$ cat src/rtl/i2c_sr_pkg.sv
package i2c_sr_pkg;
  localparam int ADDR_BITS = 7;
  localparam int ERR_BITS  = 4;
  localparam int MS_W      = 16;

  localparam int E_ARB = 0;
  localparam int E_BUS = 1;
  localparam int E_TMO = 2;
  localparam int E_NAK = 3;

  typedef enum logic [2:0] {
    S_IDLE,
    S_PREP,
    S_WAIT_BUS,
    S_ISSUE,
    S_WAIT_RESP,
    S_DONE
  } seq_state_t;

  // address byte: target address above, direction in bit 0 (1 = read)
  function automatic logic [7:0] form_addr_byte(input logic [ADDR_BITS-1:0] a, input logic rd);
    return {a, rd};
  endfunction

  // the window counts as exhausted only once strictly past the limit
  function automatic logic window_exceeded(input logic [MS_W-1:0] elapsed, input logic [MS_W-1:0] limit);
    return elapsed > limit;
  endfunction
endpackage

$ cat src/rtl/i2c_sr_ms_timer.sv
module i2c_sr_ms_timer
  import i2c_sr_pkg::*;
#(
  parameter int CYCLES_PER_MS = 50000,
  parameter int TIMEOUT_MS    = 10
) (
  input  logic clk,
  input  logic rst_n,
  input  logic restart,
  output logic expired
);
  localparam int PRE_W = (CYCLES_PER_MS > 1) ? $clog2(CYCLES_PER_MS) : 1;
  localparam logic [PRE_W-1:0] PRE_LAST = PRE_W'(CYCLES_PER_MS - 1);
  localparam logic [MS_W-1:0]  LIMIT    = MS_W'(TIMEOUT_MS);

  logic [PRE_W-1:0] pre_q;
  logic [MS_W-1:0]  ms_q;
  logic             ms_tick;
  logic             ms_sat;

  assign ms_tick = (pre_q == PRE_LAST);
  assign ms_sat  = &ms_q;

  always_ff @(posedge clk or negedge rst_n) begin
    if (!rst_n) begin
      pre_q <= '0;
      ms_q  <= '0;
    end else if (restart) begin
      pre_q <= '0;
      ms_q  <= '0;
    end else begin
      pre_q <= ms_tick ? '0 : pre_q + 1'b1;
      if (ms_tick && !ms_sat) ms_q <= ms_q + 1'b1;
    end
  end

  assign expired = window_exceeded(ms_q, LIMIT);

  AST_MS_MONOTONIC: assert property (@(posedge clk) disable iff (!rst_n)
    !restart |=> (ms_q >= $past(ms_q)));
  AST_MS_ONLY_ON_TICK: assert property (@(posedge clk) disable iff (!rst_n)
    (!restart && !ms_tick) |=> $stable(ms_q));
endmodule

$ cat src/rtl/i2c_sr_err_bank.sv
module i2c_sr_err_bank
  import i2c_sr_pkg::*;
#(
  parameter int NBITS = ERR_BITS
) (
  input  logic             clk,
  input  logic             rst_n,
  input  logic             clr,
  input  logic [NBITS-1:0] set_vec,
  output logic [NBITS-1:0] flags
);
  logic [NBITS-1:0] flags_q;

  for (genvar g = 0; g < NBITS; g++) begin : g_bit
    always_ff @(posedge clk or negedge rst_n) begin
      if (!rst_n)          flags_q[g] <= 1'b0;
      else if (set_vec[g]) flags_q[g] <= 1'b1;
      else if (clr)        flags_q[g] <= 1'b0;
    end
  end

  assign flags = flags_q;

  AST_STICKY_HOLD: assert property (@(posedge clk) disable iff (!rst_n)
    !clr |=> ((flags_q & $past(flags_q)) == $past(flags_q)));
  AST_SET_BEATS_CLEAR: assert property (@(posedge clk) disable iff (!rst_n)
    (|set_vec) |=> ((flags_q & $past(set_vec)) == $past(set_vec)));
endmodule

$ cat src/rtl/i2c_sr_ctrl.sv
module i2c_sr_ctrl
  import i2c_sr_pkg::*;
(
  input  logic                 clk,
  input  logic                 rst_n,
  input  logic                 start_req,
  input  logic                 rd_dir,
  input  logic [ADDR_BITS-1:0] dev_addr,
  input  logic                 bus_busy,
  input  logic                 bus_err_pending,
  input  logic                 addr_done,
  input  logic                 addr_ack,
  input  logic                 arb_lost,
  input  logic                 bus_fault,
  input  logic                 window_over,
  output logic                 timer_restart,
  output logic [ERR_BITS-1:0]  err_set,
  output logic                 clr_bus_err,
  output logic                 force_idle,
  output logic                 addr_issue,
  output logic [7:0]           addr_byte,
  output logic                 stop_issue,
  output logic                 xfer_cnt_clr,
  output logic                 busy,
  output logic                 done,
  output logic                 success
);
  seq_state_t            state_q, state_d;
  logic [ADDR_BITS-1:0]  addr_q;
  logic                  rd_q;
  logic                  ok_q;

  // named events for the checks below
  logic accept_evt, resp_evt, fault_evt, ack_evt, nack_evt;
  logic rd_nack_evt, tmo_evt, retry_evt, fail_evt;

  assign accept_evt  = (state_q == S_IDLE) && start_req;
  assign resp_evt    = (state_q == S_WAIT_RESP) && addr_done;
  assign fault_evt   = resp_evt && (arb_lost || bus_fault);
  assign ack_evt     = resp_evt && !fault_evt && addr_ack;
  assign nack_evt    = resp_evt && !fault_evt && !addr_ack;
  assign rd_nack_evt = nack_evt && rd_q;
  assign tmo_evt     = nack_evt && !rd_q && window_over;
  assign retry_evt   = nack_evt && !rd_q && !window_over;
  assign fail_evt    = fault_evt || rd_nack_evt || tmo_evt;

  always_comb begin
    state_d = state_q;
    unique case (state_q)
      S_IDLE:      if (start_req) state_d = S_PREP;
      S_PREP:      state_d = S_WAIT_BUS;
      S_WAIT_BUS:  if (!bus_busy) state_d = S_ISSUE;
      S_ISSUE:     state_d = S_WAIT_RESP;
      S_WAIT_RESP: begin
        if (retry_evt)                 state_d = S_WAIT_BUS;
        else if (ack_evt || fail_evt)  state_d = S_DONE;
      end
      S_DONE:      state_d = S_IDLE;
      default:     state_d = S_IDLE;
    endcase
  end

  always_ff @(posedge clk or negedge rst_n) begin
    if (!rst_n) begin
      state_q <= S_IDLE;
      addr_q  <= '0;
      rd_q    <= 1'b0;
      ok_q    <= 1'b0;
    end else begin
      state_q <= state_d;
      if (accept_evt) begin
        addr_q <= dev_addr;
        rd_q   <= rd_dir;
        ok_q   <= 1'b0;
      end
      if (resp_evt) ok_q <= ack_evt;
    end
  end

  assign timer_restart = (state_q == S_PREP);
  assign clr_bus_err   = (state_q == S_PREP) && bus_err_pending;
  assign force_idle    = (state_q == S_PREP) && bus_err_pending;
  assign addr_issue    = (state_q == S_ISSUE);
  assign addr_byte     = form_addr_byte(addr_q, rd_q);
  assign stop_issue    = fail_evt;
  assign xfer_cnt_clr  = fault_evt;
  assign busy          = (state_q != S_IDLE);
  assign done          = (state_q == S_DONE);
  assign success       = done && ok_q;

  always_comb begin
    err_set        = '0;
    err_set[E_ARB] = fault_evt && arb_lost;
    err_set[E_BUS] = fault_evt && bus_fault;
    err_set[E_TMO] = tmo_evt;
    err_set[E_NAK] = rd_nack_evt;
  end

  AST_ISSUE_NEEDS_FREE_BUS: assert property (@(posedge clk) disable iff (!rst_n)
    addr_issue |-> $past(!bus_busy));
  AST_ISSUE_ONE_CYCLE: assert property (@(posedge clk) disable iff (!rst_n)
    addr_issue |=> !addr_issue);
  AST_PREP_PULSE: assert property (@(posedge clk) disable iff (!rst_n)
    clr_bus_err |=> !clr_bus_err);
  AST_ACK_NO_STOP: assert property (@(posedge clk) disable iff (!rst_n)
    ack_evt |-> !stop_issue);
  AST_DONE_PULSE: assert property (@(posedge clk) disable iff (!rst_n)
    done |=> !done);
  AST_BUSY_AFTER_DONE: assert property (@(posedge clk) disable iff (!rst_n)
    done |=> !busy);
  AST_STRAY_RESP_INERT: assert property (@(posedge clk) disable iff (!rst_n)
    (addr_done && (state_q != S_WAIT_RESP)) |-> (!stop_issue && !xfer_cnt_clr));
  AST_RETRY_REWAITS: assert property (@(posedge clk) disable iff (!rst_n)
    retry_evt |=> (busy && !done && !addr_issue));
endmodule

$ cat src/rtl/i2c_start_retry.sv
module i2c_start_retry
  import i2c_sr_pkg::*;
#(
  parameter int CYCLES_PER_MS = 50000,
  parameter int TIMEOUT_MS    = 10
) (
  input  logic                 clk,
  input  logic                 rst_n,
  input  logic                 start_req,
  input  logic                 rd_dir,
  input  logic [ADDR_BITS-1:0] dev_addr,
  input  logic                 err_clr,
  input  logic                 bus_busy,
  input  logic                 bus_err_pending,
  input  logic                 addr_done,
  input  logic                 addr_ack,
  input  logic                 arb_lost,
  input  logic                 bus_fault,
  output logic                 clr_bus_err,
  output logic                 force_idle,
  output logic                 addr_issue,
  output logic [7:0]           addr_byte,
  output logic                 stop_issue,
  output logic                 xfer_cnt_clr,
  output logic                 busy,
  output logic                 done,
  output logic                 success,
  output logic [ERR_BITS-1:0]  err_flags
);
  logic                timer_restart;
  logic                window_over;
  logic [ERR_BITS-1:0] err_set;

  i2c_sr_ms_timer #(
    .CYCLES_PER_MS(CYCLES_PER_MS),
    .TIMEOUT_MS   (TIMEOUT_MS)
  ) u_timer (
    .clk    (clk),
    .rst_n  (rst_n),
    .restart(timer_restart),
    .expired(window_over)
  );

  i2c_sr_ctrl u_ctrl (
    .clk            (clk),
    .rst_n          (rst_n),
    .start_req      (start_req),
    .rd_dir         (rd_dir),
    .dev_addr       (dev_addr),
    .bus_busy       (bus_busy),
    .bus_err_pending(bus_err_pending),
    .addr_done      (addr_done),
    .addr_ack       (addr_ack),
    .arb_lost       (arb_lost),
    .bus_fault      (bus_fault),
    .window_over    (window_over),
    .timer_restart  (timer_restart),
    .err_set        (err_set),
    .clr_bus_err    (clr_bus_err),
    .force_idle     (force_idle),
    .addr_issue     (addr_issue),
    .addr_byte      (addr_byte),
    .stop_issue     (stop_issue),
    .xfer_cnt_clr   (xfer_cnt_clr),
    .busy           (busy),
    .done           (done),
    .success        (success)
  );

  i2c_sr_err_bank #(.NBITS(ERR_BITS)) u_errs (
    .clk    (clk),
    .rst_n  (rst_n),
    .clr    (err_clr),
    .set_vec(err_set),
    .flags  (err_flags)
  );

  AST_START_RAISES_BUSY: assert property (@(posedge clk) disable iff (!rst_n)
    (start_req && !busy) |=> busy);
  AST_RESET_QUIET: assert property (@(posedge clk) disable iff (!rst_n)
    !busy |-> (!addr_issue && !stop_issue && !done && !clr_bus_err));
endmodule

$ cat config.mk
export PLATFORM = sky130hd
export DESIGN_NAME = i2c_start_retry
export DESIGN_NICKNAME = d
export VERILOG_FILES = /design/src/rtl/i2c_sr_pkg.sv /design/src/rtl/i2c_sr_ms_timer.sv /design/src/rtl/i2c_sr_err_bank.sv /design/src/rtl/i2c_sr_ctrl.sv /design/src/rtl/i2c_start_retry.sv
export SDC_FILE = /design/constraint.sdc
export NUM_CORES = 1
export LEC_CHECK = 0
export ABC_AREA = 0
export BUFFER_PORTS_ARGS = -buffer_cell sky130_fd_sc_hd__buf_2
export CAP_MARGIN = 20
export CELL_PAD_IN_SITES_DETAIL_PLACEMENT = 0
export CELL_PAD_IN_SITES_GLOBAL_PLACEMENT = 1
export CORE_MARGIN = 2
export CORE_UTILIZATION = 40
export CTS_CLUSTER_SIZE = 28
export DETAILED_ROUTE_END_ITERATION = 6
export PLACE_DENSITY_LB_ADDON = 0.1
export SLEW_MARGIN = 10
export SYNTH_ARGS = -nofsm -noshare
export SYNTH_HDL_FRONTEND = slang
export SYNTH_SLANG_ARGS = --single-unit
$ cat constraint.sdc
create_clock -name clk -period 1.8 [get_ports clk]
set_input_delay 0.27 -clock clk [delete_from_list [all_inputs] [get_ports clk]]
set_output_delay 0.27 -clock clk [all_outputs]
set_load 0.02 [all_outputs]
# [Yosys cells after proc, flatten, opt, wreduce, memory -nomap -nowiden]
# Cells that the tools add are included.
# Widths: inputs -> output; s select.
[op_classes] mux=16 reduce_logical=34 n_eq_ne=9 mul=0 order_cmp=1 bitwise_logic=0 div=0 n_shift=0 n_addsub=2
[ops] op="$mux 16" count=4
[ops] op="$add 16x1->16 const B" count=2
[ops] op="$eq 16x16->1 const B" count=1
[ops] op="$gt 16x4->1 const B" count=1
[ops] op="$reduce_and 16->1" count=1
[ops] op="$logic_and 1x1->1" count=15
[ops] op="$pmux 3 s5" count=1
[ops] op="$mux 3" count=4
[ops] op="$reduce_bool 2->1" count=6
[ops] op="$mux 1" count=7
[ops] op="$eq 3x2->1 const B" count=2
[ops] op="$eq 3x3->1 const B" count=2
[ops] op="$logic_not 1->1" count=5
[ops] op="$logic_or 1x1->1" count=4
[ops] op="$ne 2x2->1 const B" count=2
[ops] op="$eq 3x1->1 const B" count=1
[ops] op="$logic_not 3->1" count=1
[ops] op="$ne 3x2->1 const B" count=1
[ops] op="$reduce_and 3->1" count=1
[ops] op="$reduce_bool 3->1" count=1
[word_totals] n_memories=0 mem_bits_rw=0 latchBits=0 input_bits=18 ff_bits=48 wordCells=72 rom_bits=0

# [Logic depth before layout (Yosys ltp)]
[depth] word_depth=13 depth_mapped=8

# [Modules after synthesis]
# Synthesis repeated with hierarchy kept, for this count alone.
[unflattened] cells_unflattened=244 area_unflattened_um2=2519.9
[modules_own_cells] mod="i2c_sr_ms_timer" instances=1 cells_per_inst=175 area_each_um2=1734.2
[modules_own_cells] mod="i2c_sr_ctrl" instances=1 cells_per_inst=60 area_each_um2=651.9
[modules_own_cells] mod="i2c_sr_err_bank" instances=1 cells_per_inst=9 area_each_um2=133.9

# [Least setup slack after synthesis]
# Ideal clock, no wire load.
[synth_timing] path_type="register to output" startpoint="register u_ctrl.state_q[2]" endpoint="output port force_idle" t_required_ps=1530 stages_incl_launch_ff=6 arrival_time_ps=1656 slack_ps=-126 path_cell_list="dfrtp_1 buf_2 nor3b_2 clkbuf_1 and2_1 buf_4"
[synth_between] elab_chain_len=2
[synth_rtl] item="from (decl)" line="i2c_sr_ctrl.sv:28" rtl="seq_state_t state_q, state_d;"
[synth_rtl] item="from (signal assigned)" line="i2c_sr_ctrl.sv:70" rtl="state_q <= state_d;"
[synth_rtl] item="$eq 3x1->1"
[synth_rtl] item="$logic_and 1x1->1"
[synth_rtl] item="to (decl)" line="i2c_start_retry.sv:20" rtl="output logic force_idle,"
# Every way passes these cells.

# [Final worst setup path]
[layout_timing] startpoint="register u_timer.ms_q[12]" endpoint="output port stop_issue"
[layout_between] elab_chain_len=3
[layout_rtl] item="from (decl)" line="i2c_sr_ms_timer.sv:17" rtl="logic [MS_W-1:0] ms_q;"
[layout_rtl] item="from (signal assigned)" line="i2c_sr_ms_timer.sv:33" rtl="if (ms_tick && !ms_sat) ms_q <= ms_q + 1'b1;"
[layout_rtl] item="$gt 16x4->1" line="i2c_sr_pkg.sv:27" rtl="return elapsed > limit;"
[layout_rtl] item="$logic_and 1x1->1" line="i2c_sr_ctrl.sv:43" rtl="assign tmo_evt = nack_evt && !rd_q && window_over;"
[layout_rtl] item="$logic_or 1x1->1" line="i2c_sr_ctrl.sv:45" rtl="assign fail_evt = fault_evt || rd_nack_evt || tmo_evt;"
[layout_rtl] item="to (decl)" line="i2c_start_retry.sv:23" rtl="output logic stop_issue,"
# Every way passes these cells.

==> results.toml <==
[run_status]
outcome = "finished with violations"
violations = "setup timing"

[synth]
yosysWarnings = 0
async_flop_share = 1.000
syn_nets = 267
synth-seq-cells = 48
yosysSeqAreaShare = 0.4771
synth.cell_area_um2 = 2517
yosysUniqueCellTypes = 54
synthCells = 246
syn_avg_cell_area_um2 = 10.23
synth-edff-count = 0
synth_ff_type = "dfrtp_1"

[power]
vdd_drop_max_mv = 0.7790
powerDensity_nw_per_um2 = 1121
leakagePower_nw = 1.753
total_power_w = 0.004107

[place]
dp_hpwl_um = 4188
portBuffers = 37
place_area_um2 = 3102
dpl.cell_count = 391
gp_congestion = 0.8366

[layout]
regArea_um2 = 1205
area_growth_pct = 45.58
diodes = 0
layout-drive-gt1-share = 0.4725
multi_input_area_um2 = 1444
instances_no_fill = 420
final_area_um2 = 3665
final_nets = 365
fillers = 511

[worst_setup_path]
reg2regPathDepth = 8
reg2reg_from = "u_ctrl.state_q[1]"
end_kind = "primary output"
critPathKind = "flip-flop to primary output"
crit_cells = 7
cp_cell_sequence = "buf_6 -> nor4_4 -> and3_4 -> nand2_2 -> o21bai_1 -> a21oi_1 -> buf_4"
cp_slowest_stage_delay_ps = 400
r2r_slack_ps = -80
endpoint = "stop_issue"
crit_family = "simple AND/OR/NAND/NOR gates"
arrival_ps = 1720
cp-startpoint = "u_timer.ms_q[12]"
cp_max_fo = 2
path_buf_inv = 2
cpMaxStageDelayCell = "dfrtp_1"
rr_endpoint = "u_timer.ms_q[8]"
critPathLaunchType = "flip-flop"
required_ps = 1530

[detailed_routing]
routed_via_density = 5.298
drt_iter0_drc = 84
drt.antenna.violating_nets = 0
routed_wl_um = 6208
wl_per_cell_um = 14.78
drt_pass1_iterations = 4
vias = 2225
drc = 0

[sta]
setup_violations = 8
slew_violations = 0
finalHoldViolCount = 0
finalCritPeriodShare = 1.106
fmax_mhz = 502.5
slew_headroom = 0.6721
rsz0062_at_grt = "true"
worst_pin_slew_ps = 491.9
post-route-min-period_ps = 1990
fin_worst_skew_ps = 8.009
setup_ws_ps = -190.1

[floorplanning]
num_rows = 28
ios = 38
core_area_um2 = 5991
die_h_um = 83.33
start_util = 0.4202
fp.dieW_um = 83.33
dieArea_um2 = 6944

[clock_network]
clock_latency_ps = 310
cts_buffers = 5
cts_tree = "yes"
clk_pin_slew_ps = 100
clkSinkCount = 48
clk_path_buf_depth = 2
cts_root_buf = "clkbuf_8"
htreeDepth = 2

[grt]
grt_start_max_net_pins = 24
grt_pass1_vias = 2147
grt_pass1_wl_um = 10420
antenna_found_initial = 0
grt_use_total = 0.1838
overflow = 0

[run]
cap_viol_max_count = 0

[min_path]
hp-class = "input pin to flip-flop"
metrics by stage:
step           hold slack [ps]  setup TNS (ps)    util  setup WS, ps
2_1_floorplan           -25.59          -12.45       -        -8.546
3_3_place_gp             269.3          -268.2  0.5178        -72.62
3_5_place_dp             270.4          -377.7  0.5178        -117.6
4_1_cts                  183.2          -681.6  0.5789        -229.4
5_1_grt                  175.0           -1167  0.6117        -260.4
6_report                 183.9          -385.1  0.6117        -190.1
worst min-delay path by stage:
| stage | startpoint | to | slack (ps) | cells after the start |
|---|---|---|---|---|
| 6_report | dev_addr[3] | u_ctrl.addr_q[3] | 180 | 2 |
| 5_1_grt | dev_addr[2] | u_ctrl.addr_q[2] | 180 | 2 |
| 4_1_cts | dev_addr[3] | u_ctrl.addr_q[3] | 180 | 2 |
| 3_5_place_dp | rst_n | u_ctrl.addr_q[3] | 270 | 1 |
| 3_3_place_gp | rst_n | u_ctrl.addr_q[3] | 270 | 1 |
| 2_1_floorplan | rst_n | u_ctrl.addr_q[0] | -30 | 0 |
state kept, by name, indices dropped and copies added (netlist names):
register and cells:
u_timer.pre_q 16, u_ctrl.rd_q 1, u_ctrl.addr_q 7, u_ctrl.state_q 3, u_ctrl.ok_q 1, u_errs.flags 4
u_timer.ms_q 16
layout make-up:
type,count,area share
Clock inverter,3,0.01878
Timing Repair Buffer,104,0.2089
Tap cell,75,0.02561
Sequential cell,48,0.3288
Inverter,5,0.005121
Clock buffer,5,0.01878
Multi-Input combinational cell,180,0.3940
per-layer routing:
metal  track usage  wire, um  up-vias
met2        0.2889      2881       51
met1        0.2596      2995     1084
li1              -         -     1087
met3       0.04473       300        3
met4       0.03577        30        0
met5             0         0        -
repair_timing:
| item | 4_1_cts | 5_1_grt |
|---|---|---|
| hold buffers | 1 | 0 |
| hold endpoints to repair | 21 | 0 |
| cloned | 1 | 0 |
| resized for setup | 26 | 32 |
| pin swaps | 15 | 17 |
| endpoints found under the setup margin | 16 | 21 |
| buffers inserted | 11 | 9 |
report_power, final:
group | switching, W | leakage (nW) | internal [W]
Clock | 0.000388 | 0.0687 | 0.000559
Sequential | 0.000145 | 0.635 | 0.00129
Combinational | 0.000921 | 1.05 | 0.000801
Total | 0.00145 | 1.75 | 0.00265
logic make-up (layout without fill, tap and decap cells):
family | after synthesis | count (layout) | share of synthesized area
and+or+nand+nor | 113 | 114 | 0.2580
DFF | 48 | 48 | 0.4771
AOI/OAI and AO/OA | 37 | 37 | 0.1118
buffers and inverters | 19 | 117 | 0.03877
xor gates and xnor gates | 16 | 16 | 0.05567
muxes | 10 | 10 | 0.04374
adders and majority gates | 3 | 3 | 0.01491
cells in the final DEF, fill, tap and decap left out, types with 2 or more instances in the layout:
cell type and instances:
o21ai_0 2, ha_1 2, nand2_1 14, and2_4 3, buf_2 33, mux2i_1 2, a31oi_1 4, xor2_1 7
nor4_4 3, o21ai_2 2, nand4_1 6, a31o_2 2, bufinv_16 2, nor3_1 3, a41o_1 2, o31ai_1 3
dfrtp_1 45, clkbuf_8 5, nor2_1 34, mux2_2 8, buf_4 56, nor2_2 2, a211oi_1 2, dfrtp_2 3
a21oi_1 5, inv_1 5, buf_6 12, nand4_4 2, xnor2_1 9, and3_1 7, a32o_1 2, or4_1 3
or3_4 2, nor4_2 2, and3_4 2, nand3_1 10, or2_2 2, a22o_1 3
synth_stat cells (2+ instances only):
library cell  instances  share of area
mux2_2                8          0.036
nor3_1                4         0.0080
nor4_1                5          0.012
nand4_1               6          0.015
a31oi_1               4         0.0099
clkbuf_1              6         0.0089
a41o_1                2         0.0080
and3_1               10          0.025
a22o_1                3          0.010
o31ai_1               4          0.012
mux2i_1               2         0.0080
xor2_1                7          0.024
or3_1                 3         0.0075
inv_1                 5         0.0075
a211oi_1              2         0.0060
nand3_1              11          0.022
and2_1                2         0.0050
nand2_1              15          0.022
nor2_1               35          0.052
or4_1                 4          0.012
xnor2_1               9          0.031
o41ai_1               2         0.0070
ha_1                  3          0.015
a31o_2                2         0.0070
dfrtp_1              48           0.48
o21ai_0               4         0.0080
a32o_1                2         0.0080
or2_2                 2         0.0050
buf_2                 3         0.0060
buf_4                 4          0.012
a21oi_1               6          0.012
(Power assumes the default switching activity.)
